`src/rtl/gpio_altport_pkg.sv`:
```
package gpio_altport_pkg;

   typedef enum logic [1:0] {
      MODE_SINGLE   = 2'b00,
      MODE_EXPANDED = 2'b01,
      MODE_BOOT     = 2'b10,
      MODE_TEST     = 2'b11
   } port_mode_e;

   // Only the two bus-driving modes hand the top pin to the strobe.
   function automatic logic strobe_mode(input logic [1:0] m);
      return (m == MODE_EXPANDED) || (m == MODE_TEST);
   endfunction

endpackage

```
`src/rtl/gpio_altport_sync.sv`:
```
module gpio_altport_sync #(
   parameter int W      = 8,
   parameter int STAGES = 2
) (
   input  logic         clk,
   input  logic         rst_n,
   input  logic [W-1:0] d,
   output logic [W-1:0] q
);

   if (STAGES < 1) begin : g_bad_stages
      $error("gpio_altport_sync: STAGES must be at least 1");
   end

   logic [W-1:0] chain [STAGES];

   for (genvar s = 0; s < STAGES; s++) begin : g_stage
      always_ff @(posedge clk or negedge rst_n) begin
         if (!rst_n) begin
            chain[s] <= '0;
         end else if (s == 0) begin
            chain[s] <= d;
         end else begin
            chain[s] <= chain[(s == 0) ? 0 : s-1];
         end
      end
   end

   assign q = chain[STAGES-1];

endmodule

```
`src/rtl/gpio_altport_regs.sv`:
```
module gpio_altport_regs #(
   parameter int          W      = 8,
   parameter int          AW     = 8,
   parameter int          ASG_W  = 6,
   parameter logic [AW-1:0] DATA_A = 8'h7E,
   parameter logic [AW-1:0] DIR_A  = 8'h7F,
   parameter logic [AW-1:0] ASG_A  = 8'h2D
) (
   input  logic             clk,
   input  logic             rst_n,
   input  logic [AW-1:0]    bus_addr,
   input  logic             bus_wr,
   input  logic [W-1:0]     bus_wdata,
   input  logic [W-1:0]     port_rb,
   output logic [W-1:0]     bus_rdata,
   output logic [W-1:0]     data_q,
   output logic [W-1:0]     dir_q,
   output logic [ASG_W-1:0] asgn_q
);

   localparam int PAD_W = W - ASG_W;

   if (DATA_A == DIR_A || DATA_A == ASG_A || DIR_A == ASG_A) begin : g_bad_map
      $error("gpio_altport_regs: register addresses must differ");
   end
   if (PAD_W < 0) begin : g_bad_asg
      $error("gpio_altport_regs: ASG_W exceeds W");
   end

   logic hit_data, hit_dir, hit_asg;
   assign hit_data = (bus_addr == DATA_A);
   assign hit_dir  = (bus_addr == DIR_A);
   assign hit_asg  = (bus_addr == ASG_A);

   always_ff @(posedge clk or negedge rst_n) begin
      if (!rst_n) begin
         data_q <= '0;
      end else if (bus_wr && hit_data) begin
         data_q <= bus_wdata;
      end
   end

   always_ff @(posedge clk or negedge rst_n) begin
      if (!rst_n) begin
         dir_q <= '0;
      end else if (bus_wr && hit_dir) begin
         dir_q <= bus_wdata;
      end
   end

   always_ff @(posedge clk or negedge rst_n) begin
      if (!rst_n) begin
         asgn_q <= '0;
      end else if (bus_wr && hit_asg) begin
         asgn_q <= bus_wdata[ASG_W-1:0];
      end
   end

   logic [W-1:0] asg_view;
   if (PAD_W > 0) begin : g_asg_pad
      assign asg_view = {{PAD_W{1'b0}}, asgn_q};
   end else begin : g_asg_full
      assign asg_view = asgn_q;
   end

   always_comb begin
      bus_rdata = '0;
      if (hit_data) bus_rdata = port_rb;
      if (hit_dir)  bus_rdata = dir_q;
      if (hit_asg)  bus_rdata = asg_view;
   end

endmodule

```
`src/rtl/gpio_altport_pinmux.sv`:
```
module gpio_altport_pinmux
   import gpio_altport_pkg::*;
#(
   parameter int W          = 8,
   parameter int ASG_W      = 6,
   parameter int STROBE_PIN = 7
) (
   input  logic [1:0]       mode,
   input  logic [W-1:0]     data_q,
   input  logic [W-1:0]     dir_q,
   input  logic [ASG_W-1:0] asgn_q,
   input  logic [ASG_W-1:0] xa_addr,
   input  logic             rw_strobe,
   input  logic [W-1:0]     sync_in,
   output logic [W-1:0]     pin_out,
   output logic [W-1:0]     pin_oe,
   output logic [W-1:0]     port_rb
);

   if (STROBE_PIN < ASG_W || STROBE_PIN >= W) begin : g_bad_strobe
      $error("gpio_altport_pinmux: STROBE_PIN must lie above the address pins");
   end

   logic strobe_on;
   assign strobe_on = strobe_mode(mode);

   for (genvar i = 0; i < W; i++) begin : g_pin
      logic alt_en;
      logic alt_val;

      if (i < ASG_W) begin : g_addr
         assign alt_en  = asgn_q[i];
         assign alt_val = xa_addr[i];
      end else if (i == STROBE_PIN) begin : g_strobe
         assign alt_en  = strobe_on;
         assign alt_val = rw_strobe;
      end else begin : g_plain
         assign alt_en  = 1'b0;
         assign alt_val = 1'b0;
      end

      assign pin_oe[i]  = alt_en | dir_q[i];
      assign pin_out[i] = alt_en ? alt_val : data_q[i];

      always_comb begin
         if (alt_en)        port_rb[i] = alt_val;
         else if (dir_q[i]) port_rb[i] = data_q[i];
         else               port_rb[i] = sync_in[i];
      end
   end

endmodule

```
`src/rtl/gpio_altport.sv`:
```
module gpio_altport
   import gpio_altport_pkg::*;
#(
   parameter int            W           = 8,
   parameter int            AW          = 8,
   parameter int            ASG_W       = 6,
   parameter int            STROBE_PIN  = 7,
   parameter int            SYNC_STAGES = 2,
   parameter logic [AW-1:0] DATA_A      = 8'h7E,
   parameter logic [AW-1:0] DIR_A       = 8'h7F,
   parameter logic [AW-1:0] ASG_A       = 8'h2D
) (
   input  logic             clk,
   input  logic             rst_n,
   input  logic [1:0]       mode,
   input  logic [AW-1:0]    bus_addr,
   input  logic             bus_wr,
   input  logic [W-1:0]     bus_wdata,
   output logic [W-1:0]     bus_rdata,
   input  logic [ASG_W-1:0] xa_addr,
   input  logic             rw_strobe,
   input  logic [W-1:0]     pin_in,
   output logic [W-1:0]     pin_out,
   output logic [W-1:0]     pin_oe
);

   logic [W-1:0]     data_q;
   logic [W-1:0]     dir_q;
   logic [ASG_W-1:0] asgn_q;
   logic [W-1:0]     sync_in;
   logic [W-1:0]     port_rb;

   gpio_altport_sync #(.W(W), .STAGES(SYNC_STAGES)) u_sync (
      .clk   (clk),
      .rst_n (rst_n),
      .d     (pin_in),
      .q     (sync_in)
   );

   gpio_altport_regs #(
      .W(W), .AW(AW), .ASG_W(ASG_W),
      .DATA_A(DATA_A), .DIR_A(DIR_A), .ASG_A(ASG_A)
   ) u_regs (
      .clk       (clk),
      .rst_n     (rst_n),
      .bus_addr  (bus_addr),
      .bus_wr    (bus_wr),
      .bus_wdata (bus_wdata),
      .port_rb   (port_rb),
      .bus_rdata (bus_rdata),
      .data_q    (data_q),
      .dir_q     (dir_q),
      .asgn_q    (asgn_q)
   );

   gpio_altport_pinmux #(.W(W), .ASG_W(ASG_W), .STROBE_PIN(STROBE_PIN)) u_mux (
      .mode      (mode),
      .data_q    (data_q),
      .dir_q     (dir_q),
      .asgn_q    (asgn_q),
      .xa_addr   (xa_addr),
      .rw_strobe (rw_strobe),
      .sync_in   (sync_in),
      .pin_out   (pin_out),
      .pin_oe    (pin_oe),
      .port_rb   (port_rb)
   );

endmodule

```
`config.mk`:
```
export PLATFORM = sky130hd
export DESIGN_NAME = gpio_altport
export DESIGN_NICKNAME = d
export VERILOG_FILES = /design/src/rtl/gpio_altport_pkg.sv /design/src/rtl/gpio_altport_sync.sv /design/src/rtl/gpio_altport_regs.sv /design/src/rtl/gpio_altport_pinmux.sv /design/src/rtl/gpio_altport.sv
export SDC_FILE = /design/constraint.sdc
export NUM_CORES = 1
export LEC_CHECK = 0
export CORE_ASPECT_RATIO = 1.1
export CORE_MARGIN = 2
export CORE_UTILIZATION = 44
export CTS_CLUSTER_SIZE = 14
export DETAILED_ROUTE_END_ITERATION = 8
export PLACE_DENSITY_LB_ADDON = 0.1
export REMOVE_ABC_BUFFERS = 1
export SETUP_SLACK_MARGIN = 0.15
export SLEW_MARGIN = 20
export SYNTH_ARGS = -nofsm -noshare
export SYNTH_HDL_FRONTEND = slang
export SYNTH_SLANG_ARGS = --single-unit
export TNS_END_PERCENT = 30
```
`constraint.sdc`:
```
create_clock -name clk -period 2.1 [get_ports clk]
set_input_delay 0.42 -clock clk [delete_from_list [all_inputs] [get_ports clk]]
set_output_delay 0.42 -clock clk [all_outputs]
set_load 0.01 [all_outputs]
```
### Word-level counts from Yosys, hierarchy flattened

Cells that the tools add are included.

* flip-flop bits (word level): 38

* bitwise operators: 7
* equality and inequality tests: 5
* mux-type cells: 25
* reductions and logical operators: 4

Operators by type and width (count)
* $mux W8: 3
* $mux W1: 22
* $eq A8 B7 Y1 const B: 2
* $eq A8 B6 Y1 const B: 1
* $or A1 B1 Y1: 7
* $logic_and A1 B1 Y1: 3
* $eq A2 B1 Y1 const B: 1
* $eq A2 B2 Y1 const B: 1
* $logic_or A1 B1 Y1: 1

### Logic depth before layout (Yosys ltp)

Gate-level depths: netlist (run 1).

* depth in word-level cells: 6
* gate-level depth with buffers: 5
* mapped depth without buffers: 4

### Cells and area by module

Synthesis (run 1) repeated with hierarchy kept, for this count alone.

* cells, all modules: 153
* area total of the unflattened synthesis: 1864.3 µm²

Modules (own cells, without submodules)
* gpio_altport_regs: cells an instance 84, instances 1, area an instance 1137.3 µm², sequential area each 550.5 µm²
* gpio_altport_sync: cells an instance 24, instances 1, area an instance 460.4 µm², sequential area each 400.4 µm²
* gpio_altport_pinmux: cells an instance 45, instances 1, area an instance 266.5 µm², sequential area each 0.0 µm²

### Worst setup path before layout (run 1)

OpenSTA, ideal clock, no wires.

* path kind: input port to output port
* start: in bus_addr[7]
* end: out bus_rdata[0]
* cell stages on the path: 4
* path buffers: 1
* arrival time: 1.574 ns
* path slack: 0.106 ns
* cells stage by stage: nand4b_2 > or4b_4 > clkbuf_1 > a21oi_1

* word-level cells in the longest chain between the ends: 4
* elaborated cells between the ends (all ways): 6
* classes of those cells: 3 x eq/ne; 3 x mux

RTL lines
* from (decl): RTL line gpio_altport.sv:16 `input logic [AW-1:0] bus_addr,`
* $eq A8 B7 Y1: RTL line gpio_altport_regs.sv:31 `assign hit_data = (bus_addr == DATA_A);`
* $mux W8: RTL line gpio_altport_regs.sv:68 `if (hit_data) bus_rdata = port_rb;`
* $mux W8: RTL line gpio_altport_regs.sv:69 `if (hit_dir) bus_rdata = dir_q;`
* $mux W8 *: RTL line gpio_altport_regs.sv:70 `if (hit_asg) bus_rdata = asg_view;`
* to (decl): RTL line gpio_altport.sv:19 `output logic [W-1:0] bus_rdata,`

Mark *: on every way between the ends. The rest lies on a longest branch, timed or not.

### Final worst setup path (run 1)

* start: in bus_addr[7]
* end: out bus_rdata[4]

Same word-level chain as after synthesis.

==> results.txt, run 1 <==
The average instance area after synthesis is 12.06 µm². Setup repair after global routing could not meet its margin everywhere. The number of top-level pins came out at 60. Setup violations remaining at the end of the flow were counted as 6.

The routability congestion estimate from global placement came out at 0.7484. Power comes to 1507 µW. The number of max-cap violations came out at 0. The critical path data required time came out at 1.68 ns.

In this run the vertical extent of the chip is 69.20 µm. Hold repair after CTS inserted 0 buffers. The total overflow left after global routing is 0. Across the VDD grid, the largest voltage drop is 0.6159 mV. The final setup skew is 0.006297 ns. The number of warnings issued by yosys came out at 0. Along the worst path, the maximum fanout reaches 6. Counting flops and latches in the post-synthesis netlist gives 38.

Ranked by total cell area, the synthesized netlist is headed by sky130_fd_sc_hd__dfrtp_1 56%, sky130_fd_sc_hd__mux2_2 11%, sky130_fd_sc_hd__mux2_4 5.3%. The area taken by flip-flops and latches came out at 954.7 µm². The effective utilization at floorplan came out at 46.16%.

The first-pass GRT wire length came out at 7300 µm. The later pin in the worst-skew pair is clocked with a latency of 0.29 ns. The number of antenna violations at the first check in global routing is 0. The routed via count came out at 1377. The area of the core region came out at 3684 µm². The number of buffers created by CTS is 5. The final critical path takes up 102.7% of the cycle. The layout overhead on the synthesized area is 53.05%. Data on the critical path arrives at its endpoint at 1.74 ns. The number of core rows is 23. The share of the Yosys chip area taken by registers is 55.92%. The flow ran to the end, but the final reports show violations.

Dividing total power by cell area gives a power density of 579.1 nW/µm². The number of nets in the layout is 255. The largest net degree at the start of global routing came out at 39. The number of unique standard cell types used by synthesis came out at 25.

The buffer cell driving the clock tree root is sky130_fd_sc_hd__clkbuf_8. The count of antenna-violating nets left after detailed routing came out at 0. The detailed router finished its first iteration with 36 violations. By startpoint and endpoint, the worst setup path is classified as in2out. The worst relative slew slack came out at 45.03%. The number of pins with negative max-slew slack in the final report came to 0. The worst-case hold slack is 0.2281 ns. The nature of the critical path startpoint is an input port.

The number of optimization iterations in the first detailed-route pass is 4. The checks that failed: setup timing. Summed over all cells, the static leakage comes to 0.001314 µW.

The number of remaining DRC errors came out at 0. For the pin with the worst max-slew slack, the measured transition is 0.8245 ns. Summing all multi-input logic gate instances after layout gives 782.0 µm².

The die area came out at 4378 µm². The maximum operating frequency came out at 0.4636 GHz. The final hold violation count was 0. The minimum clock period is 2.157 ns. The clock passes through at most 2 buffers. The cell count after synthesis is 141.

The post-detailed-placement half-perimeter wirelength is 2902 µm. The total global-route track usage is 22.04%. The summed instance area of the synthesized netlist is 1700 µm². The number of global-route vias before repair is 1505. The H-tree generated during clock tree synthesis spans 2 levels. The CTS sink count came out at 38.

The synthesized design spends more area on one cell type than any other, namely sky130_fd_sc_hd__dfrtp_1. The number of fill cells in the layout came out at 290. The port buffer count is 58. Dividing the detail-routed via count by the number of cells gives 5.100. Summed over all layers, the routed wires come to 4314 µm. The class of the tightest hold or removal check is in2async. In the final routed layout, each cell accounts on average for 15.98 µm. The kind of end point of the critical path is an output port. The number of antenna diodes in the final layout is 0.

The slack of the critical path is -0.05684 ns. The clock-pin slew of the registers on the worst-case setup and hold paths is 0.07 ns. The top cell type by area accounts for 55.92% of the synthesized area. The overall die width is 63.27 µm. In the final layout, the share of cells above drive strength 1 is 41.82%.

TritonCTS built the clock tree.
## synthesized netlist by cell type
master                     instances
sky130_fd_sc_hd__a21oi_1           7
sky130_fd_sc_hd__a22o_1            1
sky130_fd_sc_hd__a22oi_1           6
sky130_fd_sc_hd__buf_2             1
sky130_fd_sc_hd__buf_4             2
sky130_fd_sc_hd__buf_6             1
sky130_fd_sc_hd__clkbuf_1          1
sky130_fd_sc_hd__dfrtp_1          38
sky130_fd_sc_hd__inv_1             8
sky130_fd_sc_hd__inv_2             1
sky130_fd_sc_hd__mux2_2           16
sky130_fd_sc_hd__mux2_4            6
sky130_fd_sc_hd__mux2i_1           7
sky130_fd_sc_hd__nand2_1           7
sky130_fd_sc_hd__nand3_1           1
sky130_fd_sc_hd__nand3b_1          1
sky130_fd_sc_hd__nand4b_2          1
sky130_fd_sc_hd__nor2_1            7
sky130_fd_sc_hd__nor3_1            2
sky130_fd_sc_hd__nor3_2            1
sky130_fd_sc_hd__o21ai_0          15
sky130_fd_sc_hd__or2_1             1
sky130_fd_sc_hd__or2_2             8
sky130_fd_sc_hd__or3_1             1
sky130_fd_sc_hd__or4b_4            1
## per-layer routing
layer,track usage (%),wire length [µm],up-vias
met3,6.006,223,6
met1,23.46,1643,684
met5,0,0,-
met4,7.729,65,0
li1,-,-,648
met2,41.25,2381,39
## where the power goes
group	switching, µW	total [µW]	internal, µW
Clock	240	505	264
Combinational	82.5	207	125
Sequential	27.0	795	768
Total	350	1510	1160
## critical path: stages
cell,delay (ns)
sky130_fd_sc_hd__buf_6,0.09
sky130_fd_sc_hd__nand4b_4,0.18
sky130_fd_sc_hd__buf_12,0.15
sky130_fd_sc_hd__or4b_4,0.56
sky130_fd_sc_hd__nor2_1,0.13
sky130_fd_sc_hd__a21oi_1,0.05
sky130_fd_sc_hd__buf_2,0.14
## metrics by stage
step                      worst slack, ns  cell area [µm²]  TNS [ns]  instances  util (%)
final                            -0.05684             2603   -0.2369        270     70.65
after global routing             -0.09077             2603   -0.4926        270     70.65
after CTS                        -0.05858             2572   -0.2124        269     69.84
after detailed placement          -0.7299             2371    -11.88        253     64.37
after global placement            -0.6957             2371    -11.46        253     64.37
after floorplan                    0.1092             1665         0        136         -
## layout by cell type, fill, tap and decap left out, types with 8 or more instances in the layout
master	n
sky130_fd_sc_hd__dfrtp_1	35
sky130_fd_sc_hd__clkdlybuf4s50_1	27
sky130_fd_sc_hd__mux2_2	16
sky130_fd_sc_hd__o21ai_0	15
sky130_fd_sc_hd__buf_4	13
sky130_fd_sc_hd__buf_2	10
sky130_fd_sc_hd__dlygate4sd2_1	9
sky130_fd_sc_hd__or2_2	8
sky130_fd_sc_hd__inv_1	8
## what timing repair did
action                     4_1_cts  5_1_grt
setup endpoints to repair       38       13
cloned                           1        0
gates resized for setup         86       14
buffers inserted                 7        1
pin swaps                        8        3
## cells by family after synthesis
kind of cell	count (synthesis)	share of synthesized area, %
buffers and inverters	14	4.046
flip-flops	38	55.92
multiplexers	29	20.01
AO/OA/AOI/OAI	29	9.639
AND/OR/NAND/NOR	31	10.38
## cell type report
cell class	count	area share (%)
Inverter	9	1.298
Clock inverter	1	0.1923
Clock buffer	7	3.317
Tap cell	50	2.404
Sequential cell	38	36.68
Timing Repair Buffer	75	26.06
Multi-Input combinational cell	90	30.05
## path summary, 6_finish.rpt
| path | startpoint | endpoint | slack (ns) | cells after the start |
|---|---|---|---|---|
| worst max-delay path | bus_addr[7] | bus_rdata[4] | -0.06 | 7 |
| worst min-delay path | rst_n | u_regs.dir_q[5] | 0.23 | 1 |
| worst max register to register | u_regs.asgn_q[2] | u_regs.asgn_q[2] | 1.26 | 1 |
| worst min register to register | u_sync.chain[10] | u_sync.q[2] | 0.35 | 0 |
| max in group asynchronous | rst_n | u_regs.asgn_q[0] | 1.30 | 1 |
| min in group clk | u_sync.chain[10] | u_sync.q[2] | 0.35 | 0 |
## sequential cells by signal (all words and copies together) (netlist names)
| register | flops |
|---|---|
| u_regs.asgn_q | 6 |
| u_regs.data_q | 8 |
| u_regs.dir_q | 8 |
| u_sync.chain | 8 |
| u_sync.q | 8 |
(Power assumes the default switching activity.)
==> run 2: changes to the inputs <==
--- a/config.mk
+++ b/config.mk
@@ -7,7 +7,7 @@
 export LEC_CHECK = 0
 export CORE_ASPECT_RATIO = 1.1
 export CORE_MARGIN = 2
-export CORE_UTILIZATION = 44
+export CORE_UTILIZATION = 45
 export CTS_CLUSTER_SIZE = 14
 export DETAILED_ROUTE_END_ITERATION = 8
 export PLACE_DENSITY_LB_ADDON = 0.1
@@ -16,5 +16,6 @@
 export SLEW_MARGIN = 20
 export SYNTH_ARGS = -nofsm -noshare
 export SYNTH_HDL_FRONTEND = slang
+export SYNTH_HIERARCHICAL = 1
 export SYNTH_SLANG_ARGS = --single-unit
 export TNS_END_PERCENT = 30
==> results.txt, run 2 <==
The number of synthesized flops with an enable pin is 0. The worst reg2reg path depth came out at 2. The largest net degree at the start of global routing came out at 39.

The leakage dissipation is 0.001340 µW. The worst relative slew slack came out at 46.01%. For met1 alone, demand over resource in global routing was 24.45%.

The capture instance of the worst register-to-register path is u_regs/dir_q[3]. Measured along the y axis, the die boundary spans 71.51 µm. The share of the synthesized area in the top cell type is 51.01%.

The number of antenna violations at the first check in global routing came out at 0. Yosys attributes the largest share of cell area to sky130_fd_sc_hd__dfrtp_1 51%, sky130_fd_sc_hd__mux2_2 13%, sky130_fd_sc_hd__mux2i_1 8.1%. The region available for standard cell placement spans 3964 µm².

At the end of routability-driven placement, the weighted congestion stood at 0.8080. The via density per instance is 5.079. The arrival time at the worst endpoint is 1.64 ns. The sequential-to-total area share from yosys stat is 51.01%. The average instance area after synthesis came out at 12.18 µm². Overall power consumption after layout is estimated at 1536 µW. For this configuration, the core starts out at a cell density of 47.03%. The final setup skew is 0.005201 ns.

The area growth from synthesis to layout is 45.77%. The first-pass GRT wire length is 6913 µm. The final hold violation count was 0.

The final antenna diode count is 0. The count of antenna-violating nets left after detailed routing came out at 0. The worst register-to-register path has a setup slack of 1.20 ns. In this run the worst setup path terminates at bus_rdata[3].

The total number of H-tree levels is 2. TritonCTS built the clock tree. The utilization after layout came out at 68.56%.

The routing usage on met2 is 33.90%. By instance count, the cell type seen most on the critical path is sky130_fd_sc_hd__mux2i_1. Leaving out fill and tap cells, the most frequent cells in the layout are 38 x sky130_fd_sc_hd__dfrtp_1, 30 x sky130_fd_sc_hd__clkdlybuf4s50_1, 22 x sky130_fd_sc_hd__buf_4, 22 x sky130_fd_sc_hd__mux2_2, 15 x sky130_fd_sc_hd__mux2i_1. Global routing used 19.90% of the available tracks. The most frequent cell after synthesis is sky130_fd_sc_hd__dfrtp_1. The number of nets in the layout is 265.

The critical path starts at u_regs/dir_q[3]. The die is 65.37 µm wide. After synthesis, the share of flip-flops with an asynchronous set or reset is 100.0%. The measured slew at the worst slew-check pin came out at 0.8099 ns.

The maximum single-stage delay on the critical path is 0.39 ns. The type of the worst setup path is reg2out. In this run the worst hold path is classified as in2async. 60 I/O pins were placed. The register bit count reported by yosys came out at 38. The number of buffers between clock root and the deepest sink is 2.

The number of fill cells in the layout came out at 335. The number of optimization iterations in the first detailed-route pass is 4. The number of max-cap violations is 0.

The die covers 4674 µm². The peak fanout along the critical path came out at 2. The nature of the critical path startpoint is a register. The worst setup path is captured at an output port. The routed wire length per instance is 15.07 µm.

The layer flagged by global routing as most heavily used is met2. In the synthesized netlist the dominant register cell turns out to be sky130_fd_sc_hd__dfrtp_1. Global routing finished with a remaining overflow of 0. The post-route netlist has 35.53% of its cells at a drive strength greater than 1. The number of setup violations in the final report is 0. The number of unique standard cell types used by synthesis came out at 29. Detailed routing inserted a total of 1422 vias.

The critical path goes through mux2i_1, o21ai_1, mux2i_1, or3_1, a21oi_2, buf_2. The port buffer count is 58. The cell taking the most area after synthesis is sky130_fd_sc_hd__dfrtp_1. The cell area that synthesis handed to floorplanning was 1864 µm². The cell with the biggest individual delay on the critical path is sky130_fd_sc_hd__dfrtp_1. In this run the critical register-to-register path is launched from u_regs/dir_q[3]. Based on the critical path, the design can be clocked at up to 0.4851 GHz. The number of core rows is 24. The most frequent standard cell in the layout excluding fill and tap cells is sky130_fd_sc_hd__dfrtp_1.

The placed instance area came out at 2584 µm². Clock-pin slew was measured on the worst setup and hold paths at 0.07 ns. The critical path data required time came out at 1.68 ns. The number of global-route vias before repair is 1525. The number of remaining DRC errors is 0.

The clock insertion delay at the later pin of the skew report came out at 0.28 ns. The starting DRC count in detailed routing is 45. Summing all non-filler instances in the final layout gives an area of 2718 µm². The met3 capacity usage during global routing came out at 4.710%.

The number of buffers created by CTS is 5. Setup repair after global routing could not meet its margin everywhere. The final routed wirelength across all metal layers came out at 4220 µm.

The clock net in this run drives a total of 38 sinks. The power per unit of standard cell area came out at 565.1 nW/µm². The number of pins with negative max-slew slack in the final report was 0. The minimum clock period is 2.061 ns. The number of warnings issued by yosys is 6. The worst supply voltage drop on vdd came out at 0.3773 mV.

Sorting the synthesized cells by how often they occur yields 38 x sky130_fd_sc_hd__dfrtp_1, 22 x sky130_fd_sc_hd__mux2_2, 15 x sky130_fd_sc_hd__mux2i_1, 12 x sky130_fd_sc_hd__nand2_1, 11 x sky130_fd_sc_hd__buf_4. The flow ran to the end, and the final reports show no timing, DRC or antenna violations. The cell count after synthesis came out at 153.

The wire-length estimate of the detail-placed layout is 3159 µm. The post-route fraction of the period consumed by the critical path is 98.16%. The cell sitting at the root of the clock tree is a sky130_fd_sc_hd__clkbuf_8.
==> run 2: changes by cell type after synthesis, sizes merged, moves of 2 or more <==
cell,previous run,this run
mux2i,7,15
buf,4,11
a21oi,7,1
a22oi,6,0
nand2,7,13
nor2,7,2
o32ai,0,5
inv,9,7
nand2b,0,2
nand4,0,2
nor2b,0,2
==> run 2: cell families (layout without fill, tap and decap cells) <==
kind of cell,count (synthesis),count (layout),synth area share [%]
flip-flops,38,38,51.01
AND/OR/NAND/NOR,38,38,14.43
AO/OA/AOI/OAI,20,20,6.375
buffers and inverters,19,94,6.040
multiplexers,38,38,22.15
==> run 2: how the worst min path moves through the flow <==
stage	endpoint	slack, ns	depth (start not counted)
finish	u_regs/data_q[5]	0.22	1
detailed placement	u_sync/q[4]	0.34	0
floorplan	u_regs/asgn_q[0]	0.12	0
global placement	u_sync/q[6]	0.33	0
global route	u_sync/q[1]	0.30	1
CTS	u_sync/chain[13]	0.25	1
==> run 2: area by class of cell <==
type | count | area, µm² | area share, %
Clock buffer | 6 | 82.58 | 3.039
Inverter | 7 | 26.28 | 0.9668
Multi-Input combinational cell | 96 | 870.8 | 32.04
Sequential cell | 38 | 950.9 | 34.99
Tap cell | 52 | 65.06 | 2.394
Timing Repair Buffer | 81 | 721.9 | 26.57
==> run 2: power by group <==
group	internal [µW]	switching [µW]	total, µW
logic	153	109	262
clock network	253	229	482
registers	768	24.4	792
==> run 2: through the flow <==
stage	hold WS, ns	setup WS, ns	TNS [ns]	instances
final	0.2222	0.03854	0	280
after global routing	0.3044	-0.02849	-0.02849	280
after CTS	0.2504	0.05769	0	280
after detailed placement	0.3379	-0.6502	-6.422	273
after global placement	0.3320	-0.6260	-5.603	273
after floorplan	0.1244	0.2379	0	141
==> run 2: worst max-delay path, delay by kind of cell (launching register included) <==
family / cells / cell delay [ns]
AND/OR/NAND/NOR: 1 / 0.34
multiplexers: 2 / 0.20
buffers and inverters: 1 / 0.14
AO/OA/AOI/OAI: 2 / 0.29
flip-flops: 1 / 0.39
==> run 2: repair_timing <==
item                       4_1_cts  5_1_grt
resized for setup               53       17
pin swaps                        5        6
hold buffers                     0        0
buffers inserted                 1        0
setup endpoints to repair       23       16
==> run 2: per-layer routing <==
metal  up-vias  wire [µm]
met2        39       2202
met3         7        217
met5         -          0
met4         0         57
li1        679          -
met1       697       1743
==> run 3: changes to the inputs <==
--- a/config.mk
+++ b/config.mk
@@ -12,7 +12,7 @@
 export DETAILED_ROUTE_END_ITERATION = 8
 export PLACE_DENSITY_LB_ADDON = 0.1
 export REMOVE_ABC_BUFFERS = 1
-export SETUP_SLACK_MARGIN = 0.15
+export SETUP_SLACK_MARGIN = 0.05
 export SLEW_MARGIN = 20
 export SYNTH_ARGS = -nofsm -noshare
 export SYNTH_HDL_FRONTEND = slang
==> results.txt, run 3 (synthesis results as in run 2) <==
The run finished with clean final reports. The total global-route track usage came out at 19.90%. The final layout contains routed wiring with a total length of 4225 µm. Setup repair after global routing could not meet its margin everywhere. The total chip power came out at 1539 µW.

The critical path buffer and inverter count is 1. The critical path starts at u_regs/dir_q[3]. The clock insertion delay at the later pin of the skew report came out at 0.28 ns. The peak fanout along the critical path is 2. The startpoint of the worst-slack reg-to-reg timing path is u_regs/dir_q[3]. The largest net degree at the start of global routing is 39. The net switching power figure is 360.7 µW. The critical path data required time is 1.68 ns. The power share of the sequential group came out at 51.5%. The number of buffers created by CTS came out at 5.

Across the VDD grid, the largest voltage drop is 0.3753 mV. The die height came out at 71.51 µm. The number of pins with negative max-slew slack in the final report came out at 0.

The share of total power dissipated in the clock network is 31.2%. For this run, the number of standard cells in the final layout without fillers is 281. For this design, the slowest cell found on the critical path is sky130_fd_sc_hd__dfrtp_1. The cell that appears most often on the critical path is sky130_fd_sc_hd__mux2i_1. In the routed design, unresolved DRC markers number 0. The routed via count came out at 1440. The arrival time at the worst endpoint came out at 1.64 ns. The total number of H-tree levels came out at 2. STA classifies the critical path endpoint as an output port.

The area of the core region is 3964 µm². STA classifies the critical path startpoint as a register. The count of antenna-violating nets left after detailed routing came out at 0. The final setup skew is 0.005139 ns. For this block, the initial DRC count from the detailed router was 48. The effective utilization at floorplan came out at 47.03%. Internal power comes to 1178 µW. After clock tree synthesis, the clock-pin slew on the worst setup and hold paths is 0.07 ns. The most frequent standard cell in the layout excluding fill and tap cells is sky130_fd_sc_hd__dfrtp_1. The number of antenna violations at the first check in global routing is 0. TritonCTS built the clock tree. The port buffer count is 58.

The number of optimization iterations in the first detailed-route pass came out at 4. After layout, the minimum clock period comes to 2.063 ns. The number of global-route vias before repair came out at 1529. The worst hold path belongs to the class in2async. The number of max-cap violations came out at 0. The fraction of power spent switching nets is 23.44%.

The combinational share of power is 17.3%. On the worst path, the slowest cell contributes a delay of 0.39 ns. The area taken by flip-flops and latches came out at 950.9 µm². The number of setup violations in the final report is 0. The total grt overflow came out at 0. The number of fill cells in the layout is 330. Walking the worst path, the cells encountered are mux2i_1, o21ai_1, mux2i_1, or3_1, a21oi_2, buf_2. The post-detailed-placement half-perimeter wirelength came out at 3159 µm. At the pin with the least slew margin, the transition time is 0.8073 ns.

After detailed placement, the design holds a cell count of 273. The multi-input combinational cells in the finished layout cover a total of 863.3 µm². In this run the tightest slew margin relative to its limit is 46.18%.

The total of hold buffers inserted after clock tree synthesis came out at 0. After detailed routing, the average wire length per cell comes to 15.04 µm. Broken down by cell family, the worst path's largest delay share belongs to flip-flops.

The power per unit of standard cell area is 565.6 nW/µm². The final antenna diode count is 0. The buffer cell driving the clock tree root is sky130_fd_sc_hd__clkbuf_8. 60 I/O pins were placed. The final hold violation count came to 0. Hold timing on the final database bottoms out at a slack of 0.2231 ns.

The top cell types in the final layout, fill and taps aside, are 38 x sky130_fd_sc_hd__dfrtp_1, 36 x sky130_fd_sc_hd__clkdlybuf4s50_1, 23 x sky130_fd_sc_hd__buf_4. The first-pass GRT wire length came out at 6913 µm. The number of buffers between clock root and the deepest sink came out at 2. The leakage dissipation came out at 0.001301 µW.

The maximum operating frequency came out at 0.4848 GHz. The number of core rows is 24. The die area is 4674 µm². At the end of routability-driven placement, the weighted congestion stood at 0.8080. The share of layout cells above drive strength 1 is 35.37%.

Measured along the x axis, the die boundary spans 65.37 µm. The critical path is of the reg2out type. The area growth from synthesis to layout is 45.91%. The CTS sink count came out at 38.

The post-route fraction of the period consumed by the critical path is 98.22%. The final layout contains 266 nets. The via density per instance came out at 5.125.
## run 3: worst reg2reg max path: cells and delay by family, from the launching register on
family / cells / cell delay, ns
buf+inv: 1 / 0.14
mux: 1 / 0.25
flops: 1 / 0.39
## run 3: power groups by stage
| stage | clock network (µW) | registers, µW | logic [µW] |
|---|---|---|---|
| after floorplan | 0 | 801 | 90.3 |
| after global placement | 0 | 804 | 256 |
| after detailed placement | 0 | 806 | 262 |
| after CTS | 499 | 793 | 266 |
| after global routing | 529 | 797 | 287 |
| final | 480 | 792 | 266 |
## run 3: final timing paths
| check | cells after the start | slack [ns] | to |
|---|---|---|---|
| setup / recovery | 6 | 0.04 | bus_rdata[3] |
| min in group clk | 0 | 0.35 | u_sync/q[0] |
| max in group asynchronous | 1 | 1.37 | u_sync/chain[8] |
| hold reg to reg | 0 | 0.35 | u_sync/q[0] |
| hold / removal | 1 | 0.22 | u_regs/dir_q[1] |
| setup reg to reg | 2 | 1.20 | u_regs/dir_q[3] |
## run 3: what timing repair did
action,in CTS,in global routing
setup buffers,0,2
endpoints found under the hold margin,0,0
resized for setup,48,11
pin swaps,3,5
setup endpoints to repair,9,12
## run 3: area by class of cell
class | count | area share [%]
Tap cell | 52 | 2.392
Timing Repair Buffer | 82 | 26.91
Inverter | 7 | 0.9660
Sequential cell | 38 | 34.96
Multi-Input combinational cell | 96 | 31.74
Clock buffer | 6 | 3.036
## run 3: metal layers
metal / routed length [µm] / part of all wire, % / global-route usage, %
met1: 1720 / 41 / 24.45
met5: 0 / 0 / 0
met4: 57 / 1.3 / 7.639
met2: 2225 / 53 / 33.90
met3: 221 / 5.2 / 4.710
## run 3: metrics by stage
step / setup slack, ns / area, µm² / TNS (ns) / util (%)
2_1_floorplan: 0.2379 / 1778 / 0 / -
3_3_place_gp: -0.6260 / 2584 / -5.603 / 65.18
3_5_place_dp: -0.6502 / 2584 / -6.422 / 65.18
4_1_cts: 0.04081 / 2686 / 0 / 67.77
5_1_grt: -0.02747 / 2720 / -0.02747 / 68.62
6_report: 0.03747 / 2720 / 0 / 68.62
